**config.mk**
```make
export PLATFORM = sky130hd
export DESIGN_NAME = blit_combine
export DESIGN_NICKNAME = d
export VERILOG_FILES = /design/src/rtl/blit_pkg.sv /design/src/rtl/blit_history.sv /design/src/rtl/blit_write_gate.sv /design/src/rtl/blit_datapath.sv /design/src/rtl/blit_combine.sv
export SDC_FILE = /design/constraint.sdc
export NUM_CORES = 1
export LEC_CHECK = 0
export CAP_MARGIN = 0
export CORE_ASPECT_RATIO = 1.25
export CORE_UTILIZATION = 54
export DETAILED_ROUTE_END_ITERATION = 12
export GPL_ROUTABILITY_DRIVEN = 0
export PLACE_DENSITY = 0.82
export SLEW_MARGIN = 15
export SYNTH_ARGS = -nofsm -noshare
export SYNTH_HDL_FRONTEND = slang
export SYNTH_SLANG_ARGS = --single-unit
```
**constraint.sdc**
```tcl
create_clock -name clk -period 4.2 [get_ports clk]
set_input_delay 0.84 -clock clk [delete_from_list [all_inputs] [get_ports clk]]
set_output_delay 0.84 -clock clk [all_outputs]
set_load 0.01 [all_outputs]
```
**src/rtl/blit_pkg.sv**
```systemverilog
package blit_pkg;

    localparam int BLIT_W  = 8;
    localparam int SHAMT_W = $clog2(BLIT_W);
    localparam int OP_W    = 3;
    localparam int FUNC_W  = SHAMT_W + OP_W;
    localparam int WCTL_W  = 3;

    typedef enum logic [OP_W-1:0] {
        OP_AND  = 3'd0,
        OP_NAND = 3'd1,
        OP_NOR  = 3'd2,
        OP_OR   = 3'd3,
        OP_XOR  = 3'd4,
        OP_XNOR = 3'd5,
        OP_ADD  = 3'd6,
        OP_SUB  = 3'd7
    } blit_op_e;

    typedef struct packed {
        blit_op_e            op;
        logic [SHAMT_W-1:0]  shamt;
    } blit_func_t;

    typedef struct packed {
        logic on_nonzero;
        logic on_zero;
        logic zero_b;
    } blit_wmask_t;

    typedef struct packed {
        logic              we;
        logic [BLIT_W-1:0] data;
    } blit_result_t;

    function automatic logic [BLIT_W-1:0] funnel_right(
        input logic [BLIT_W-1:0]  hi,
        input logic [BLIT_W-1:0]  lo,
        input logic [SHAMT_W-1:0] amt
    );
        logic [2*BLIT_W-1:0] cat;
        cat = {hi, lo} >> amt;
        return cat[BLIT_W-1:0];
    endfunction

    function automatic logic [BLIT_W-1:0] op_eval(
        input blit_op_e          op,
        input logic [BLIT_W-1:0] x,
        input logic [BLIT_W-1:0] y
    );
        logic [BLIT_W-1:0] r;
        unique case (op)
            OP_AND:  r = x & y;
            OP_NAND: r = ~(x & y);
            OP_NOR:  r = ~(x | y);
            OP_OR:   r = x | y;
            OP_XOR:  r = x ^ y;
            OP_XNOR: r = ~(x ^ y);
            OP_ADD:  r = x + y;
            default: r = x - y;
        endcase
        return r;
    endfunction

endpackage

```
**src/rtl/blit_history.sv**
```systemverilog
module blit_history
    import blit_pkg::*;
(
    input  logic              clk,
    input  logic              rst,
    input  logic              clr,
    input  logic              upd,
    input  logic [BLIT_W-1:0] a_in,
    output logic [BLIT_W-1:0] prev_eff
);
    logic [BLIT_W-1:0] prev_q;

    assign prev_eff = clr ? '0 : prev_q;

    always_ff @(posedge clk) begin
        if (rst) begin
            prev_q <= '0;
        end else if (upd) begin
            prev_q <= a_in;
        end else if (clr) begin
            prev_q <= '0;
        end
    end

    // a clear without a write leaves an empty history
    p_clear_empties_r5: assert property (@(posedge clk) disable iff (rst)
        (clr && !upd) |=> (prev_q == '0));

    // no write and no clear keeps the history
    p_hold_without_write_r4: assert property (@(posedge clk) disable iff (rst)
        (!clr && !upd) |=> $stable(prev_q));

endmodule

```
**src/rtl/blit_write_gate.sv**
```systemverilog
module blit_write_gate
    import blit_pkg::*;
(
    input  logic              valid,
    input  logic [BLIT_W-1:0] a_raw,
    input  blit_wmask_t       mask,
    input  logic              errata_en,
    input  logic              a_fresh,
    output logic              we
);
    logic a_zero;
    logic en_zero;
    logic en_nonzero;
    logic mask_empty;

    always_comb begin
        a_zero     = (a_raw == '0);
        mask_empty = !mask.on_zero && !mask.on_nonzero;
        en_zero    = mask.on_zero || mask_empty;
        en_nonzero = mask.on_nonzero || mask_empty;
        we = valid && ((en_zero && a_zero) ||
                       (en_nonzero && !a_zero) ||
                       (errata_en && a_fresh));
    end

endmodule

```
**src/rtl/blit_datapath.sv**
```systemverilog
module blit_datapath
    import blit_pkg::*;
(
    input  logic              we,
    input  logic [BLIT_W-1:0] a_raw,
    input  logic [BLIT_W-1:0] b_raw,
    input  logic [BLIT_W-1:0] prev,
    input  blit_func_t        func,
    input  logic              zero_b,
    output blit_result_t      res
);
    logic [BLIT_W-1:0] a_shifted;
    logic [BLIT_W-1:0] b_eff;

    always_comb begin
        a_shifted = funnel_right(prev, a_raw, func.shamt);
        b_eff     = zero_b ? '0 : b_raw;
        res.we    = we;
        res.data  = we ? op_eval(func.op, a_shifted, b_eff) : '0;
    end

endmodule

```
**src/rtl/blit_combine.sv**
```systemverilog
module blit_combine
    import blit_pkg::*;
(
    input  logic              clk,
    input  logic              rst,
    input  logic              in_valid,
    input  logic [BLIT_W-1:0] a_byte,
    input  logic [BLIT_W-1:0] b_byte,
    input  logic [FUNC_W-1:0] func_sel,
    input  logic [WCTL_W-1:0] wr_ctl,
    input  logic              errata_en,
    input  logic              a_fresh,
    input  logic              hist_clr,
    output logic              out_valid,
    output logic              out_we,
    output logic [BLIT_W-1:0] out_byte
);
    blit_func_t   func;
    blit_wmask_t  mask;
    logic         we_c;
    logic [BLIT_W-1:0] prev_c;
    blit_result_t res_c;

    assign func = blit_func_t'(func_sel);
    assign mask = blit_wmask_t'(wr_ctl);

    blit_write_gate u_gate (
        .valid     (in_valid),
        .a_raw     (a_byte),
        .mask      (mask),
        .errata_en (errata_en),
        .a_fresh   (a_fresh),
        .we        (we_c)
    );

    blit_history u_hist (
        .clk      (clk),
        .rst      (rst),
        .clr      (hist_clr),
        .upd      (we_c),
        .a_in     (a_byte),
        .prev_eff (prev_c)
    );

    blit_datapath u_dp (
        .we     (we_c),
        .a_raw  (a_byte),
        .b_raw  (b_byte),
        .prev   (prev_c),
        .func   (func),
        .zero_b (mask.zero_b),
        .res    (res_c)
    );

    always_ff @(posedge clk) begin
        if (rst) begin
            out_valid <= 1'b0;
            out_we    <= 1'b0;
            out_byte  <= '0;
        end else begin
            out_valid <= in_valid;
            out_we    <= res_c.we;
            out_byte  <= res_c.data;
        end
    end

    // one-cycle latency from strobe to result
    p_latency_r2: assert property (@(posedge clk) disable iff (rst)
        in_valid |=> out_valid);

    // no write enable without a result strobe
    p_we_needs_valid_r2: assert property (@(posedge clk) disable iff (rst)
        !out_valid |-> !out_we);

    // an empty mask writes every element
    p_empty_mask_r9: assert property (@(posedge clk) disable iff (rst)
        (in_valid && wr_ctl[2:1] == 2'b00) |=> out_we);

    // the errata mode forces the write of a fresh A byte
    p_errata_force_r10: assert property (@(posedge clk) disable iff (rst)
        (in_valid && errata_en && a_fresh) |=> out_we);

    // zero-only mask drops a nonzero A byte
    p_zero_only_r8: assert property (@(posedge clk) disable iff (rst)
        (in_valid && wr_ctl[2:1] == 2'b01 && a_byte != '0 &&
         !(errata_en && a_fresh)) |=> !out_we);

    // a suppressed element carries a zero byte
    p_skip_zero_r11: assert property (@(posedge clk) disable iff (rst)
        (out_valid && !out_we) |-> (out_byte == '0));

endmodule

```
==> summary by stage, run 1 <==
Timing
The number of endpoints failing setup at the final stage is 0. The max-slew violation count came to 0. The headroom to the max-slew limit is 58.4%. The setup total negative slack is 0 ns. Setup repair after global routing left no endpoint under its margin. The worst clock skew is 0.00228 ns. The post-route fraction of the period consumed by the critical path is 92.6%. The highest clock rate is 257 MHz.

The transition time at the pin with the least slew margin is 0.622 ns. The count of final hold-check violations is 0. Subtracting the final worst setup slack from the clock period gives 3.89 ns.

Synth
During synthesis, Yosys emitted a total of 0 warnings. Among all flip-flop cells after synthesis, the most frequent one is sky130_fd_sc_hd__dfxtp_1. In this run, synthesis inferred 0 flip-flops with an integrated enable.

The total standard cell area after synthesis is 2280 um2. The fraction of registers with async set or reset after synthesis is 0%. The synthesized netlist devotes 17.1% of its cell area to compound gates.

The top cell type by total area after synthesis is sky130_fd_sc_hd__dfxtp_1. After Yosys synthesis, XOR and XNOR cells account for 9.87% of the synthesized area. The mean cell area of the mapped netlist is 8.20 um2. The register bit count reported by yosys is 17. The simple logic cell fraction of the synthesized area is 20.4%. Summed over its instances, the top area cell type makes up 14.9% of the synthesized netlist area. Ranked by total cell area, the synthesized netlist is headed by sky130_fd_sc_hd__dfxtp_1, sky130_fd_sc_hd__mux2i_1, sky130_fd_sc_hd__ha_1. The share of the Yosys chip area taken by registers is 14.9%. In the post-synthesis netlist, the cell with the most instances is sky130_fd_sc_hd__mux2i_1.

Of the total synthesized cell area, the portion taken by full adders, half adders and majority gates is 11.2%. The number of different library cells used by synthesis comes to 59. By area, the combinational part of the netlist is dominated by multiplexers. The number of nets in the synthesized netlist is 328.

By count the netlist is led by sky130_fd_sc_hd__mux2i_1, sky130_fd_sc_hd__nor2_1, sky130_fd_sc_hd__ha_1. After technology mapping, the gate count stands at 278. The mux cell area share after synthesis is 20.6%.

Routing
The first TritonRoute pass finished after 4 iterations. In the routed layout, each cell is associated on average with a via count of 5.88. The total met3 wirelength after detailed routing is 299 um. For this block, the initial DRC count from the detailed router was 156. The top layer reached by signal wires is met4. The sum of routed wire segments on met1 is 2230 um. The detailed-route DRC error count is 0. The detailed-route wire length per cell is 16.0 um.

Across all layers, the routed design uses 2187 vias. The sum of routed wire length over all layers is 5970 um. In the detailed route, the total length drawn on met2 is 3230 um. The number of routed nets with antenna violations is 0.

Placement
In this run the tool buffered the top-level ports with 40 buffer cells. Once placement finished, the instance area stood at 2750 um2. Summed over all nets, the half-perimeter wirelength after detailed placement is 4860 um.

Floorplanning
The row count is 26. The core region area is 4070 um2. The starting density of the core is 56.1%. The die is 60.1 um wide. The floorplan step defined a die boundary enclosing 4490 um2.

41 I/O pins were placed. The die is 74.7 um tall.

Cells and area
Across the whole layout, storage elements account for 340 um2. The finished cells cover 2800 um2. The number of filler instances in the final layout is 351.

The area of the multi-input gates is 1810 um2. The fraction of layout cells with a size suffix above 1 is 10.1%. The number of antenna diodes in the final layout is 0. From synthesis to final layout, the design area changed by 22.5%. The layout net count is 367.

Pwr
Overall power consumption after layout is estimated at 0.000616 W. The worst voltage drop across the vdd grid is 0.207 mV. For this design the total switching power over the nets is 0.000227 W. The sequential power share is 28.5%. The total power divided by cell area is 221 nW/um2.

Net switching is 36.8% of the power. Internal power comes to 0.000389 W. In this run the static leakage power is 1.21 nW.

Combinational logic is responsible for 51.2% of the overall power. The share of total power in the clock network is 20.3%.

Worst hold path
The startpoint identified for the worst hold timing path is u_hist.prev_q[6]. The path with the worst hold slack has its endpoint at u_hist.prev_q[6]. The path class of the tightest hold or removal check is reg2reg. The worst hold path stage count is 3.

Clock network
The number of CTS-inserted buffers is 3. CTS placed an instance of sky130_fd_sc_hd__clkbuf_8 at the clock tree root. The count of H-tree levels built during CTS is 1. Clock-pin slew was measured on the worst setup and hold paths at 0.07 ns. The buffer levels on the longest clock path is 2. The clock latency on the worst-skew pair is 0.25 ns. Once the clock tree was built, the setup fixing pass inserted 0 buffers. The clock net sink count is 17.

After clock tree synthesis, the flow added hold-fix buffers numbering 0. The TritonCTS clock tree is yes. Post-CTS repair changed the size of 0 cells.

Worst setup path
The worst setup path is captured at a flip-flop. The critical path in this run is classified as in2reg. Counting cells, the worst reg-to-reg path comes to 11. At the worst endpoint, the required time is 4.35 ns.

The worst register-to-register path begins at u_hist.prev_q[0]. The largest fanout on the critical path is 7. Data on the critical path arrives at its endpoint at 4.04 ns. The endpoint identified for the worst register-to-register timing path is out_byte[5]. In this run the register-to-register setup slack is 1.22 ns.

The launching element type of the critical path is an input port.

GRT
The number of antenna violations at the first check in global routing is 0. The first global-routing pass estimated 9670 um of wire. The global-route usage over all layers is 28.5%. The total overflow left after global routing is 0.

The number of global-route vias before repair was 2153. The pin count of the biggest net entering global routing is 19.

Run
The tool flagged a number of max-cap violations equal to 0.

Run status
The run finished with clean final reports.
-- how the worst max path moves through the flow --
| stage | from | endpoint | slack (ns) | depth (start not counted) |
|---|---|---|---|---|
| final | func_sel[0] | out_byte[5] | 0.31 | 11 |
| after global routing | func_sel[0] | out_byte[5] | 0.14 | 11 |
| after CTS | func_sel[0] | out_byte[5] | 0.35 | 11 |
| after detailed placement | func_sel[0] | out_byte[5] | 0.12 | 11 |
| after global placement | func_sel[0] | out_byte[7] | 0.33 | 11 |
| after floorplan | func_sel[4] | out_byte[7] | 0.86 | 13 |
-- metal layers --
layer / global-route usage [%] / vias to the layer above
met5: 0 / -
met4: 8.01 / 0
met3: 5.33 / 18
met2: 57.0 / 70
met1: 29.0 / 1045
li1: - / 1054
-- placed cells by master, fill, tap and decap left out, types with 2 or more instances in the layout --
cell type / count
sky130_fd_sc_hd__o21ai_0: 7
sky130_fd_sc_hd__buf_4: 9
sky130_fd_sc_hd__a21oi_1: 17
sky130_fd_sc_hd__nor3_1: 7
sky130_fd_sc_hd__nor2_1: 28
sky130_fd_sc_hd__o22ai_1: 2
sky130_fd_sc_hd__dfxtp_1: 17
sky130_fd_sc_hd__o21ai_1: 2
sky130_fd_sc_hd__xor2_1: 7
sky130_fd_sc_hd__o21a_1: 2
sky130_fd_sc_hd__inv_1: 17
sky130_fd_sc_hd__nor4_1: 3
sky130_fd_sc_hd__mux2i_1: 29
sky130_fd_sc_hd__mux4_2: 5
sky130_fd_sc_hd__clkdlybuf4s50_1: 40
sky130_fd_sc_hd__xnor2_1: 15
sky130_fd_sc_hd__or4_1: 3
sky130_fd_sc_hd__nor2b_1: 11
sky130_fd_sc_hd__a21o_1: 3
sky130_fd_sc_hd__ha_1: 18
sky130_fd_sc_hd__nand2_1: 14
sky130_fd_sc_hd__mux2_2: 4
sky130_fd_sc_hd__nand2b_1: 15
sky130_fd_sc_hd__nand3b_1: 2
sky130_fd_sc_hd__clkbuf_8: 3
sky130_fd_sc_hd__o211ai_1: 2
sky130_fd_sc_hd__o31ai_1: 2
sky130_fd_sc_hd__a31oi_1: 2
-- power by group through the flow --
stage | logic, W | registers (W) | clock network (W)
finish | 0.000316 | 0.000176 | 0.000125
global route | 0.000343 | 0.000177 | 0.000134
detailed placement | 0.000311 | 0.000179 | 0
floorplan | 0.000210 | 0.000181 | 0
global placement | 0.000302 | 0.000179 | 0
CTS | 0.000313 | 0.000176 | 0.000125
-- cells by family (layout without fill, tap and decap cells) --
kind of cell             count (synthesis)  after routing
AND/OR/NAND/NOR                         91             91
AO/OA/AOI/OAI                           55             55
multiplexers                            39             39
buffers and inverters                   32             70
XOR/XNOR                                24             24
adder cells (fa/ha/maj)                 20             20
flip-flops                              17             17
-- through the flow --
step | hold WS (ns) | setup WS (ns) | cells | utilization, %
floorplan | 0.574 | 0.865 | 278 | -
global placement | 0.618 | 0.332 | 368 | 67.6
detailed placement | 0.647 | 0.116 | 368 | 67.6
CTS | 0.662 | 0.347 | 372 | 68.7
global route | 0.681 | 0.143 | 372 | 68.7
finish | 0.664 | 0.312 | 372 | 68.7
-- registers in the layout, summed over array words and instances, names as in the netlist --
name / count
out_byte: 8
u_hist.prev_q: 7
out_valid: 1
out_we: 1
-- layout make-up --
type | instances | share of cell area, %
Clock buffer | 3 | 1.48
Clock inverter | 1 | 0.179
Inverter | 17 | 2.28
Multi-Input combinational cell | 229 | 64.6
Sequential cell | 17 | 12.2
Tap cell | 56 | 2.51
Timing Repair Buffer | 49 | 16.7
-- worst max-delay path: stages --
cell                              delay [ns]
sky130_fd_sc_hd__clkdlybuf4s50_1        0.70
sky130_fd_sc_hd__mux4_2                 0.63
sky130_fd_sc_hd__nand2_1                0.10
sky130_fd_sc_hd__o21a_1                 0.19
sky130_fd_sc_hd__inv_1                  0.09
sky130_fd_sc_hd__ha_1                   0.27
sky130_fd_sc_hd__a21oi_1                0.30
sky130_fd_sc_hd__a21oi_1                0.14
sky130_fd_sc_hd__a31oi_1                0.35
sky130_fd_sc_hd__xnor2_1                0.16
sky130_fd_sc_hd__o31ai_1                0.26
Power figures use the tool's default switching activity.
==> inputs of run 2 (changes only) <==
--- a/config.mk
+++ b/config.mk
@@ -10,6 +10,7 @@
 export CORE_UTILIZATION = 54
 export DETAILED_ROUTE_END_ITERATION = 12
 export GPL_ROUTABILITY_DRIVEN = 0
+export MAX_ROUTING_LAYER = met4
 export PLACE_DENSITY = 0.82
 export SLEW_MARGIN = 15
 export SYNTH_ARGS = -nofsm -noshare
==> summary by stage, run 2 (synthesis gave the netlist of run 1 again) <==
Clock network
The later pin in the worst-skew pair is clocked with a latency of 0.25 ns. The tree built by TritonCTS fans out to 17 sinks. No sink is reached through more buffers than the 2 on the longest clock path. The TritonCTS clock tree is yes. The quantity of hold-fixing buffers added after cts is 0. The number of CTS-inserted buffers is 3. Gates resized during post-CTS repair numbered 0. The CTS clock-pin slew for the worst setup and hold paths is 0.07 ns. The count of H-tree levels built during CTS is 1. Buffers added to address setup during post-CTS repair amount to 0. The tree is rooted in a sky130_fd_sc_hd__clkbuf_8.

Timing
For the final routed database, the setup TNS stands at 0 ns. The minimum clock period is 3.87 ns. The max-slew violation count is 0. The count of final hold-check violations came to 0. For this run, the top clock speed supported by timing is 258 MHz.

The final critical path takes up 92.1% of the cycle. Headroom to the max-slew limit came out at 58.4%. Between clock sinks in the finished design, the worst skew comes to 0.00223 ns. Setup violations remaining at the end of the flow were counted as 0.

Setup repair after global routing left no endpoint under its margin. Setup slack on the critical path of the routed design comes to 0.331 ns. For the pin with the worst max-slew slack, the measured transition is 0.623 ns.

Worst setup path
The cell type of the slowest stage on the worst timing path is sky130_fd_sc_hd__clkdlybuf4s50_1. The required time at the endpoint of the critical path is 4.35 ns. The worst setup path is launched from an input port. The worst register-to-register path has a setup slack of 1.24 ns.

The maximum single-stage delay on the critical path is 0.70 ns. The arrival time reported for the critical path endpoint is 4.02 ns. The critical path is of the in2reg type. The most numerous cell type found on the critical path is sky130_fd_sc_hd__a21oi_1. Along the worst path, the maximum fanout reaches 7. STA classifies the critical path endpoint as a flip-flop. Traced cell by cell, the critical path runs through clkdlybuf4s50_1 -> mux4_2 -> nand2_1 -> o21a_1 -> inv_1 -> ha_1 -> a21oi_1 -> a21oi_1 -> a31oi_1 -> xnor2_1 -> o31ai_1.

Routing
The detailed-route wire length per cell is 16.0 um. The count of TritonRoute iterations in the first routing pass is 4. The mean number of vias per cell is 5.90.

The routed design has 5960 um of wire. The count of nets left with antenna violations once routing finished came out at 0. The detailed-route DRC error count is 0. The first routing iteration left 156 violations.

For this block, the via count after detailed routing is 2194.

Floorplanning
The die width is 60.1 um. In this run the core area contains 26 standard-cell rows. The starting density of the core is 56.1%. The core region area is 4070 um2.

In this run the count of I/O pins placed on the die edge is 41. The floorplan die height is 74.7 um. The area enclosed by the die boundary is 4490 um2.

Placement
After legalization and detailed placement, the total HPWL measured 4860 um. Input and output buffers added on the ports amount to 40. Summing all placed instances gives a cell area of 2750 um2. Before CTS, the worst setup slack after placement is 0.116 ns.

GRT
The number of global-route vias before repair is 2149. The number of antenna violations at the first check in global routing is 0. Entering global routing, the biggest net connects 19 pins.

After global routing the overflow that remains totals 0. The global-route usage over all layers is 29.4%. The first global-routing pass estimated 9690 um of wire.

Cells and area
Summing all non-filler instances in the final layout gives an area of 2800 um2. The largest register by flop count is out_byte. The library cell used most frequently in the layout, excluding fill and tap cells, is sky130_fd_sc_hd__clkdlybuf4s50_1.

The final antenna diode count is 0. The growth of design area from synthesis to finish is 22.5%. In the final layout, the registers with the most flip-flops are out_byte: 8 flops, u_hist.prev_q: 7 flops.

At the end of the flow, the number of nets in the layout was 367. The register with the most flip-flops in the layout has 8 of them. In the layout the commonest cells are sky130_fd_sc_hd__clkdlybuf4s50_1, sky130_fd_sc_hd__mux2i_1, sky130_fd_sc_hd__nor2_1, sky130_fd_sc_hd__ha_1. Cells with a size suffix above 1 make up 10.1% of the layout.

Pwr
Summed over all cells, the static leakage comes to 1.21 nW. The total power divided by cell area is 220 nW/um2. The worst voltage drop across the vdd grid is 0.207 mV.

Run status
The flow ran to the end, and the final reports show no timing, DRC or antenna violations.

Worst hold path
The type of the worst min-delay path is reg2reg.

Run
Across the run, the number of max-cap violations was 0.
run 2: cell counts in the layout (fill, tap and decap cells not counted):
Identical to the previous run, type by type.
run 2: per-stage QoR:
step	hold slack, ns	total power [W]	utilization (%)	cells
floorplan	0.574	0.000391	-	278
global placement	0.618	0.000482	67.6	368
detailed placement	0.647	0.000491	67.6	368
CTS	0.662	0.000614	68.7	372
global route	0.681	0.000654	68.7	372
finish	0.665	0.000616	68.7	372
run 2: where the power goes:
group          switching [W]  internal (W)
clock network      0.0000587     0.0000658
logic               0.000163      0.000152
registers         0.00000487      0.000171
total               0.000226      0.000389
run 2: metal layers:
layer  vias up  wire [um]  global-route usage (%)
li1       1052          -                       -
met4         0        182                    8.01
met5         -          0                       -
met1      1034       2240                    29.1
met3        20        312                    5.33
met2        88       3220                    57.0
run 2: layout make-up:
| type | instances | area [um2] |
|---|---|---|
| multi-input cells | 229 | 1810 |
| fillers | 351 | 1270 |
| repair buffers | 49 | 468 |
| flip-flops and latches | 17 | 340 |
| well taps | 56 | 70.1 |
| inverters | 17 | 63.8 |
| clock buffers | 3 | 41.3 |
| clock inverters | 1 | 5.00 |
run 2: final timing paths:
kind                    startpoint                to  cells past startpoint
setup / recovery       func_sel[0]       out_byte[5]                     11
hold / removal    u_hist.prev_q[4]  u_hist.prev_q[4]                      3
setup reg to reg  u_hist.prev_q[0]       out_byte[5]                     11
hold reg to reg   u_hist.prev_q[4]  u_hist.prev_q[4]                      3
run 2: worst max-delay path: cells and delay by family:
kind	cells	cell delay, ns
fa+ha+maj	1	0.27
compound gates	5	1.22
mux	1	0.63
xor+xnor	1	0.16
simple gates	1	0.10
buf+inv	2	0.79
==> inputs of run 3 (changes only) <==
==> constraint.sdc (replaced) <==
create_clock -name clk -period 4.4 [get_ports clk]
set_input_delay 0.88 -clock clk [delete_from_list [all_inputs] [get_ports clk]]
set_output_delay 0.88 -clock clk [all_outputs]
set_load 0.01 [all_outputs]
==> summary by stage, run 3 (synthesis gave the netlist of run 1 again) <==
Timing
Across the routed clock network, the largest skew measured is 0.00568 ns. Setup violations remaining at the end of the flow were counted as 0. Headroom to the max-slew limit came out at 55.9%.

The max-slew violation count is 0. The minimum clock period is 3.82 ns. The count of final hold-check violations is 0. Of the available clock period, the critical path in the final layout requires 86.9%. The worst-case hold slack is 0.668 ns. The highest clock rate is 262 MHz.

The setup total negative slack is 0 ns. Setup repair after global routing left no endpoint under its margin. At the pin with the least slew margin, the transition time is 0.661 ns. Setup slack closes at 0.578 ns.

Worst hold path
The startpoint of the lowest-slack hold path is u_hist.prev_q[6]. The type of the worst min-delay path is reg2reg.

Routing
The count of nets left with antenna violations once routing finished came out at 0. For this run, design rule violations remaining after detail routing come to 1. The first detailed-routing pass ran for 8 iterations.

The sum of routed wire length over all layers is 6110 um. The mean number of vias per cell is 5.86. The number of vias after detailed routing is 2181.

The detailed-route wire length per cell is 16.4 um. The DRC violation total after the first TritonRoute iteration is 155.

Cells and area
The number of filler instances in the final layout is 341. Leaving out fill and tap cells, the most frequent cells in the layout are sky130_fd_sc_hd__clkdlybuf4s50_1, sky130_fd_sc_hd__mux2i_1, sky130_fd_sc_hd__nor2_1, sky130_fd_sc_hd__ha_1. In the final layout, the multi-input gates occupy 1810 um2. The fraction of layout cells with a size suffix above 1 is 9.81%. The library cell used most frequently in the layout, excluding fill and tap cells, is sky130_fd_sc_hd__clkdlybuf4s50_1. After the last flow step, the layout net total stands at 367. More flip-flops sit in one register than any other, and that register is out_byte. The sequential cell area is 340 um2. Compared with the post-synthesis result, the final layout area differs by 22.5%. The number of flip-flops under the largest register name is 8. The repair_antennas step left the layout with diodes totalling 0. The largest registers in the layout are out_byte: 8 flops, u_hist.prev_q: 7 flops.

Pwr
The sequential power share is 28.4%. The leakage power is 1.21 nW. The total power divided by cell area is 211 nW/um2.

The combinational share of power is 51.2%. The worst voltage drop across the vdd grid is 0.155 mV. The net switching power figure is 0.000217 W. Cell internal power was estimated by the tool at 0.000373 W. Net switching is 36.8% of the power. The share of total power in the clock network is 20.4%.

Worst setup path
In this run the worst path has a maximum fanout of 10. In this run the worst setup path begins at func_sel[5]. The startpoint of the worst-slack reg-to-reg timing path is u_hist.prev_q[0].

The element type at the critical path end is a flip-flop. The required time at the endpoint of the critical path is 4.54 ns. The launching element type of the critical path is an input port. The critical path start-end classification is in2reg. STA puts the critical path data arrival time at 3.97 ns.

Run status
The final reports fail on design-rule violations. The flow ran to the end, but the final reports show violations.

Clock network
The TritonCTS clock tree is yes. Once the clock tree was built, the resizer swapped 0 gates to a different size. The count of H-tree levels built during CTS is 1. Clock tree synthesis found a total of 17 sinks. The post-CTS repair timing setup buffer count is 0. The number of CTS-inserted buffers is 3. The buffer cell driving the clock tree root is sky130_fd_sc_hd__clkbuf_8. The CTS clock-pin slew for the worst setup and hold paths is 0.07 ns. For the worst-skew pair, the clock arrives at the later sink with an insertion delay of 0.26 ns.

The buffer levels on the longest clock path is 2. Buffers inserted to repair hold after CTS numbered 0.

Floorplanning
The row count is 26. In this run the horizontal extent of the chip is 60.1 um. The core region is 4070 um2. In this run the vertical extent of the chip is 74.7 um. The number of ports placed on the die boundary is 41. The starting density of the core is 56.1%. The die covers 4490 um2.

GRT
Entering global routing, the biggest net connects 14 pins. The number of antenna violations at the first check in global routing is 0. After global routing the overflow that remains totals 0. Across every metal layer, demand over resource in global routing totals 30.0%.

The first global-routing pass estimated 9730 um of wire. The number of global-route vias before repair is 2169.

Placement
Input and output buffers added on the ports amount to 40. The placed wire-length estimate is 4850 um. The placement-stage worst setup slack is 0.383 ns.

Run
Max-cap violations in this run came to 0.
-- run 3: cell types whose count changed in the layout (fill, tap and decap cells not counted), sizes merged --
cell	before	now
clkbuf	3	4
clkinv	1	0
-- run 3: path summary, 6_finish.rpt --
| path | end | slack, ns | depth (start not counted) |
|---|---|---|---|
| worst min register to register | u_hist.prev_q[6] | 0.67 | 3 |
| worst min-delay path | u_hist.prev_q[6] | 0.67 | 3 |
| worst max register to register | out_byte[7] | 1.62 | 11 |
| worst max-delay path | out_byte[7] | 0.58 | 12 |
-- run 3: stage by stage --
stage	total power [W]	utilization (%)	instances	instance area, um2
final	0.000591	68.7	372	2790
after global placement	0.000463	67.6	368	2750
after floorplan	0.000374	-	278	2280
after detailed placement	0.000467	67.6	368	2750
after global routing	0.000627	68.7	372	2790
after CTS	0.000586	68.7	372	2790
-- run 3: power by group through the flow --
stage | Combinational, W | Clock [W] | Sequential, W
final | 0.000302 | 0.000121 | 0.000168
after global routing | 0.000330 | 0.000128 | 0.000169
after CTS | 0.000299 | 0.000120 | 0.000168
after detailed placement | 0.000296 | 0 | 0.000171
after global placement | 0.000292 | 0 | 0.000171
after floorplan | 0.000200 | 0 | 0.000173
-- run 3: area by class of cell --
cell class,count,area share (%)
Multi-Input combinational cell,229,64.7
Timing Repair Buffer,49,16.7
Sequential cell,17,12.2
Tap cell,56,2.51
Inverter,17,2.28
Clock buffer,4,1.61
-- run 3: routing by layer --
metal / vias to the layer above / routed length, um / GRT usage, %
li1: 1060 / - / -
met4: 0 / 261 / 13.7
met2: 86 / 3220 / 54.7
met1: 1015 / 2360 / 31.1
met5: - / 0 / -
met3: 20 / 271 / 4.30
-- run 3: critical path, stage by stage --
cell and delay [ns]:
sky130_fd_sc_hd__clkdlybuf4s50_1 0.71, sky130_fd_sc_hd__and2_1 0.38, sky130_fd_sc_hd__nand2b_1 0.15, sky130_fd_sc_hd__nand2_1 0.08, sky130_fd_sc_hd__a21boi_0 0.33, sky130_fd_sc_hd__inv_1 0.09
sky130_fd_sc_hd__ha_1 0.29, sky130_fd_sc_hd__a21oi_1 0.25, sky130_fd_sc_hd__a21oi_1 0.14, sky130_fd_sc_hd__a31oi_1 0.33, sky130_fd_sc_hd__o21ai_0 0.17, sky130_fd_sc_hd__o311a_1 0.16
